<file path="src/rtl/vmon_pkg.sv">
package vmon_pkg;

  localparam int unsigned CFG_W       = 4;
  localparam int unsigned SYNC_STAGES = 2;
  localparam int unsigned RST_STAGES  = 2;
  localparam int unsigned CMP_W       = 2;

  localparam int unsigned CMP_BELOW = 0;
  localparam int unsigned CMP_ABOVE = 1;

  typedef struct packed {
    logic stop_en;
    logic hi_range;
    logic rst_dis;
    logic pwr_dn;
  } vmon_cfg_t;

  typedef enum logic {
    HOLD_CLEAR = 1'b0,
    HOLD_SET   = 1'b1
  } vmon_hold_e;

endpackage

</file>
<file path="src/rtl/vmon_rst_sync.sv">
module vmon_rst_sync #(
  parameter int unsigned STAGES = 2
) (
  input  logic clk,
  input  logic arst_n,
  output logic srst_n
);

  localparam int unsigned LAST = STAGES - 1;

  logic [STAGES-1:0] chain_q;
  logic [STAGES-1:0] chain_d;

  always_comb begin
    chain_d = {chain_q[STAGES-2:0], 1'b1};
  end

  always_ff @(posedge clk or negedge arst_n) begin
    if (!arst_n) begin
      chain_q <= '0;
    end else begin
      chain_q <= chain_d;
    end
  end

  assign srst_n = chain_q[LAST];

endmodule

</file>
<file path="src/rtl/vmon_sync.sv">
module vmon_sync #(
  parameter int unsigned WIDTH  = 2,
  parameter int unsigned STAGES = 2
) (
  input  logic             clk,
  input  logic             rst_n,
  input  logic [WIDTH-1:0] async_i,
  output logic [WIDTH-1:0] sync_o
);

  localparam int unsigned LAST = STAGES - 1;

  logic [WIDTH-1:0] stage_q [STAGES];

  for (genvar s = 0; s < STAGES; s++) begin : g_stage
    logic [WIDTH-1:0] stage_d;

    if (s == 0) begin : g_first
      always_comb stage_d = async_i;
    end else begin : g_next
      always_comb stage_d = stage_q[s-1];
    end

    always_ff @(posedge clk or negedge rst_n) begin
      if (!rst_n) begin
        stage_q[s] <= '0;
      end else begin
        stage_q[s] <= stage_d;
      end
    end
  end

  assign sync_o = stage_q[LAST];

endmodule

</file>
<file path="src/rtl/vmon_cfg_reg.sv">
module vmon_cfg_reg
  import vmon_pkg::*;
(
  input  logic             clk,
  input  logic             rst_n,
  input  logic             wr_i,
  input  logic [CFG_W-1:0] wdata_i,
  output vmon_cfg_t        cfg_o
);

  vmon_cfg_t cfg_q;
  vmon_cfg_t cfg_d;
  logic      cfg_en;

  always_comb begin
    cfg_en = wr_i;
    cfg_d  = vmon_cfg_t'(wdata_i);
  end

  always_ff @(posedge clk or negedge rst_n) begin
    if (!rst_n) begin
      cfg_q <= '0;
    end else if (cfg_en) begin
      cfg_q <= cfg_d;
    end
  end

  assign cfg_o = cfg_q;

  // a write lands in the register on the strobed edge
  p_cfg_write_r10: assert property (@(posedge clk) disable iff (!rst_n)
    wr_i |=> (cfg_q == $past(wdata_i)));

  // without a strobe the register holds its value
  p_cfg_hold_r10: assert property (@(posedge clk) disable iff (!rst_n)
    !wr_i |=> $stable(cfg_q));

endmodule

</file>
<file path="src/rtl/vmon_trip_ctrl.sv">
module vmon_trip_ctrl
  import vmon_pkg::*;
(
  input  logic      clk,
  input  logic      rst_n,
  input  vmon_cfg_t cfg_i,
  input  logic      stop_mode_i,
  input  logic      below_i,
  input  logic      above_i,
  output logic      flag_o,
  output logic      req_o
);

  logic       mon_active;
  logic       rst_allowed;
  vmon_hold_e hold_q;
  vmon_hold_e hold_d;
  logic       flag_q;
  logic       flag_d;

  // The monitor runs when it is not powered down, and during stop only when
  // stop operation is enabled.
  always_comb begin
    mon_active  = !cfg_i.pwr_dn && (!stop_mode_i || cfg_i.stop_en);
    rst_allowed = mon_active && !cfg_i.rst_dis;
  end

  // Next-state logic. Setting wins over release; losing permission drops the hold.
  always_comb begin
    hold_d = hold_q;
    if (!rst_allowed) begin
      hold_d = HOLD_CLEAR;
    end else if (below_i) begin
      hold_d = HOLD_SET;
    end else if ((hold_q == HOLD_SET) && above_i) begin
      hold_d = HOLD_CLEAR;
    end
    flag_d = mon_active && below_i;
  end

  always_ff @(posedge clk or negedge rst_n) begin
    if (!rst_n) begin
      hold_q <= HOLD_CLEAR;
      flag_q <= 1'b0;
    end else begin
      hold_q <= hold_d;
      flag_q <= flag_d;
    end
  end

  assign req_o  = (hold_q == HOLD_SET);
  assign flag_o = flag_q;

  // a powered-down monitor produces neither flag nor reset
  p_pwrdn_quiet_r1: assert property (@(posedge clk) disable iff (!rst_n)
    cfg_i.pwr_dn |=> (!req_o && !flag_o));

  // polled mode never requests a reset
  p_polled_no_reset_r2: assert property (@(posedge clk) disable iff (!rst_n)
    (mon_active && cfg_i.rst_dis) |=> !req_o);

  // the hold persists while the rising level has not been crossed
  p_hold_until_rise_r4: assert property (@(posedge clk) disable iff (!rst_n)
    (req_o && !above_i && rst_allowed) |=> req_o);

  // crossing the rising level releases the hold on the next edge
  p_release_r9: assert property (@(posedge clk) disable iff (!rst_n)
    (req_o && above_i && !below_i && rst_allowed) |=> !req_o);

  // a low-supply report sets the hold even if release is also seen
  p_set_wins_r11: assert property (@(posedge clk) disable iff (!rst_n)
    (rst_allowed && below_i) |=> req_o);

  // stop without stop operation quiets both outputs
  p_stop_gate_r7: assert property (@(posedge clk) disable iff (!rst_n)
    (stop_mode_i && !cfg_i.stop_en) |=> (!req_o && !flag_o));

endmodule

</file>
<file path="src/rtl/vmon_reset_ctrl.sv">
module vmon_reset_ctrl
  import vmon_pkg::*;
(
  input  logic             clk,
  input  logic             por_n,
  input  logic             cmp_below_fall_i,
  input  logic             cmp_above_rise_i,
  input  logic             stop_mode_i,
  input  logic             cfg_wr_i,
  input  logic [CFG_W-1:0] cfg_wdata_i,
  output logic             range_hi_o,
  output logic             low_flag_o,
  output logic             reset_req_o
);

  logic             rst_n;
  logic [CMP_W-1:0] cmp_async;
  logic [CMP_W-1:0] cmp_sync;
  vmon_cfg_t        cfg;

  vmon_rst_sync #(
    .STAGES (RST_STAGES)
  ) u_rst_sync (
    .clk    (clk),
    .arst_n (por_n),
    .srst_n (rst_n)
  );

  always_comb begin
    cmp_async            = '0;
    cmp_async[CMP_BELOW] = cmp_below_fall_i;
    cmp_async[CMP_ABOVE] = cmp_above_rise_i;
  end

  vmon_sync #(
    .WIDTH  (CMP_W),
    .STAGES (SYNC_STAGES)
  ) u_cmp_sync (
    .clk     (clk),
    .rst_n   (rst_n),
    .async_i (cmp_async),
    .sync_o  (cmp_sync)
  );

  vmon_cfg_reg u_cfg (
    .clk     (clk),
    .rst_n   (rst_n),
    .wr_i    (cfg_wr_i),
    .wdata_i (cfg_wdata_i),
    .cfg_o   (cfg)
  );

  vmon_trip_ctrl u_trip (
    .clk         (clk),
    .rst_n       (rst_n),
    .cfg_i       (cfg),
    .stop_mode_i (stop_mode_i),
    .below_i     (cmp_sync[CMP_BELOW]),
    .above_i     (cmp_sync[CMP_ABOVE]),
    .flag_o      (low_flag_o),
    .req_o       (reset_req_o)
  );

  assign range_hi_o = cfg.hi_range;

  // a write of the range bit reaches the analog select on the next edge
  p_range_follow_r5: assert property (@(posedge clk) disable iff (!rst_n)
    cfg_wr_i |=> (range_hi_o == $past(cfg_wdata_i[2])));

  // while reset is applied the outputs are quiet
  p_reset_quiet_r8: assert property (@(posedge clk)
    !rst_n |-> (!reset_req_o && !low_flag_o && !range_hi_o));

endmodule

</file>
<file path="config.mk">
export PLATFORM = sky130hd
export DESIGN_NAME = vmon_reset_ctrl
export DESIGN_NICKNAME = d
export VERILOG_FILES = /design/src/rtl/vmon_pkg.sv /design/src/rtl/vmon_rst_sync.sv /design/src/rtl/vmon_sync.sv /design/src/rtl/vmon_cfg_reg.sv /design/src/rtl/vmon_trip_ctrl.sv /design/src/rtl/vmon_reset_ctrl.sv
export SDC_FILE = /design/constraint.sdc
export NUM_CORES = 1
export LEC_CHECK = 0
export CAP_MARGIN = 20
export CORE_AREA = 3 3 40 42
export CTS_CLUSTER_SIZE = 20
export DETAILED_ROUTE_END_ITERATION = 12
export DIE_AREA = 0 0 43 45
export DONT_BUFFER_PORTS = 1
export PLACE_DENSITY = 0.47
export RECOVER_POWER = 100
export SLEW_MARGIN = 20
export SYNTH_ARGS = -nofsm -noshare
export SYNTH_HDL_FRONTEND = slang
export SYNTH_SLANG_ARGS = --single-unit
</file>
<file path="constraint.sdc">
create_clock -name clk -period 1.2 [get_ports clk]
set_clock_uncertainty 0.2 [all_clocks]
set_input_delay 0.06 -clock clk [delete_from_list [all_inputs] [get_ports clk]]
set_output_delay 0.06 -clock clk [all_outputs]
set_load 0.05 [all_outputs]
</file>
[Word level (Yosys, flattened, before mapping)]
Cells that the tools add are included.
Word-level totals
  output and inout bits: 3
  word-level logic and storage cells: 21
  register bits after elaboration: 12
Operators by class
  multiplexer cells: 3
  equal/unequal tests: 1
  reduce and logical (&&, ||, !) cells: 8
Operators with widths (count)
  logical AND 1 bit: 4
  zero test 1 bit: 3
  2-to-1 mux 1 bit: 3
  != test 3 bit, second input constant: 1
  logical OR 1 bit: 1

[Longest topological paths before layout]
  depth in word-level cells: 5
  mapped depth: 2
  mapped depth without buffers: 2

[By module]
A second synthesis with hierarchy kept.
Unflattened totals
  cell total of the unflattened synthesis: 22
  area total of the unflattened synthesis: 385.4 um2
Modules (own cells, without submodules)
  vmon_cfg_reg: cells each 8, seq. area each 100.1 um2, area an instance 145.1 um2, instances 1
  vmon_sync: cells each 4, seq. area each 100.1 um2, area an instance 100.1 um2, instances 1
  vmon_trip_ctrl: cells each 7, seq. area each 50.0 um2, area an instance 86.3 um2, instances 1
  vmon_rst_sync: cells each 3, seq. area each 50.0 um2, area an instance 53.8 um2, instances 1

[Least setup slack after synthesis]
No wires, ideal clock.
  kind: register -> register
  start point: reg u_trip.hold_q, in the netlist u_trip.req_o
  end point: reg u_trip.hold_q, in the netlist u_trip.req_o
  setup time: 0.107 ns
  clock period less this slack: 1.363 ns
  data required time: 0.893 ns
  cell stages (with the launch flop): 3
  slack: -0.163 ns
  arrival time: 1.056 ns
  cells stage by stage: dfrtp_1 nand2b_4 a2111oi_4
Between the ends
  cells in the longest elaborated chain, start to end: 2
Ends and longest elaborated chain
  from (decl): line vmon_trip_ctrl.sv:16  | vmon_hold_e hold_q;
  from (signal assigned): line vmon_trip_ctrl.sv:46  | hold_q <= hold_d;
  logical AND 1 bit: line vmon_trip_ctrl.sv:35  | end else if ((hold_q == HOLD_SET) && above_i) begin
  != test 3 bit (no source line)
Every way passes these cells.
A chain may end at the register's enable or synchronous reset.

[Worst setup path after layout]
  start point: reg u_trip.hold_q, in the netlist u_trip.req_o
  end point: out reset_req_o
RTL lines
  to (decl): line vmon_reset_ctrl.sv:13  | output logic reset_req_o
No word-level cell between the ends.

==> out/metrics.cfg <==
[outcome]
status=finished, violations left
violations=hold timing

[logic_synthesis]
synth_largest_area_cell=dfrtp_1
syn_inst=22
synth-seq-cells=12
ys_types=9
synth_edf_count=0
synth_common_cells=12 x dfrtp_1, 3 x mux2_1
avgSynthCellArea_um2=18.4
yosysMostFrequentCell=dfrtp_1
syn-num-nets=32
yosys_warnings=0
synth_top_cell_area_share=0.741
synth_seq_area_share=0.741
ys_async_sr_fraction=1.00
synth_area_leaders=dfrtp_1 74%, mux2_1 8.3%, a2111oi_4 6.8%
ys.flop_type=dfrtp_1
netlist_area_um2=405

[setup_path]
worstSetupEndpointType=output pin
critPathKind=flop to output pin
r2r-start=u_cmp_sync.sync_o[1]
cp-startpoint=u_trip.req_o
endpoint=reset_req_o
crit_family=flip-flops
critical_path_buf_inv_count=1
path_cells=buf_4
start_kind=flop
critical_path.slowest_cell=dfrtp_2
critical_path_required_ps=940
rr_worst_depth=2
cp.arrival_ps=900
reg2reg_slack_ps=120
slowest_delay_ps=430
r2r-end=u_trip.req_o
cp_num_cells=1
cp_max_fo=2

[placement]
io_buffers=0
place.gp.congestion=0.621
place_ws_ps=127
placed_cells_incl_taps=39
dpl_cell_area_um2=442

[routing]
num_vias=217
post-route-drc-count=0
wl_um=635
dr.pass1.iters=1
drtIter0Drc=0
via_per_inst=4.09
drtAntennaViolNets=0
wl_per_cell_um=12.0

[global_routing]
gr-total-overflow=0
grt_use_total=0.0804
grt_pass1_wl_um=1080
grt_max_degree=11
grt_antenna_before_repair=0
grt_pass1_vias=242

[clock_network]
cts_tree=done
cts_sinks=12
root_buffer=clkbuf_4
cts_max_level=1
clk_transition_reported_paths_ps=80
cts_buffer_depth=2
worstSkewPairLatency_ps=270
cts_resized=0
numCtsBuffers=3

[power]
p_leak_nw=0.250
ir_drop_uv=692
total_power_mw=0.867
power_density_nw_per_um2=1500

[cells_and_area]
nets=49
final_cells=53
syn_to_final_growth_pct=42.6
final_area_um2=578
fin_util=0.450
n_antenna_cell=0
drive_gt1_frac=0.289

[sta]
grt_setup_unrepaired=false
max_freq_mhz=865
layout_min_cycle_time_ps=1160
setup_slack_ps=43.4
whs_ps=-43.8
slew_violations=0
setup_tns_ps=0
timing.final.crit_share=0.964
setup_violations=0
finalHoldViolations=10

[job]
maxCapViolations=0

[floorplanning]
row_count=13
die_area_um2=1940
die_h_um=45
coreArea_um2=1280
initial_core_util=0.315
die_w_um=43
io_pins=13

[min_path]
hold_class=flop to async pin

[cells in the final DEF (no fill, tap or decap), drive strengths merged]
cell type	instances
buf	2
a2111oi	1
clkbuf	4
nand2b	1
conb	1
nor2b	1
mux2	4
dfrtp	12
nor3	1
dlygate4sd3	10
inv	1
[registers in the layout, indices dropped and copies added (netlist names)]
signal and flops:
u_trip.flag_o 1, u_trip.req_o 1, u_cmp_sync.sync_o 2, u_cmp_sync.g_stage.stage_d 2
u_cfg.cfg_o 4, u_rst_sync.chain_q 2
[routing by layer]
metal / track usage / wire, um
met2: 0.138 / 344
met1: 0.0835 / 238
met4: 0 / 0
met5: 0 / 0
met3: 0.0637 / 52
[cell families after synthesis]
| kind of cell | after synthesis | share of synthesized area |
|---|---|---|
| AND/OR/NAND/NOR | 3 | 0.0617 |
| AO/OA/AOI/OAI | 1 | 0.0679 |
| flip-flops | 12 | 0.741 |
| buffers and inverters | 1 | 0.00925 |
| multiplexers | 4 | 0.111 |
| other | 1 | 0.00925 |
[power by group]
| group | switching (mW) | total (mW) | internal, mW |
|---|---|---|---|
| clock | 0.132 | 0.316 | 0.184 |
| combinational | 0.0392 | 0.0860 | 0.0467 |
| sequential | 0.0322 | 0.465 | 0.433 |
| total | 0.203 | 0.867 | 0.664 |
[worst min path at each step]
stage / startpoint / end / cells after the start
4_1_cts: u_rst_sync.chain_q[1] / u_cmp_sync.sync_o[1] / 0
2_1_floorplan: por_n / u_rst_sync.chain_q[0] / 0
3_3_place_gp: por_n / u_rst_sync.chain_q[0] / 0
5_1_grt: u_rst_sync.chain_q[1] / u_cmp_sync.g_stage[1].stage_d[0] / 0
3_5_place_dp: por_n / u_rst_sync.chain_q[1] / 0
6_report: u_rst_sync.chain_q[1] / u_cfg.cfg_o[3] / 0
[timing repair]
action	4_1_cts	5_1_grt
setup buffers	0	0
hold endpoints to repair	20	0
hold buffers	10	0
[area by class of cell]
type	count	area (um^2)
Clock buffer	4	36.3
Sequential cell	12	303
Fill cell	121	707
Timing Repair Buffer	12	115
Multi-Input combinational cell	9	101
Inverter	1	3.75
Tap cell	15	18.8
No activity file was read; power rests on OpenSTA's default activity.
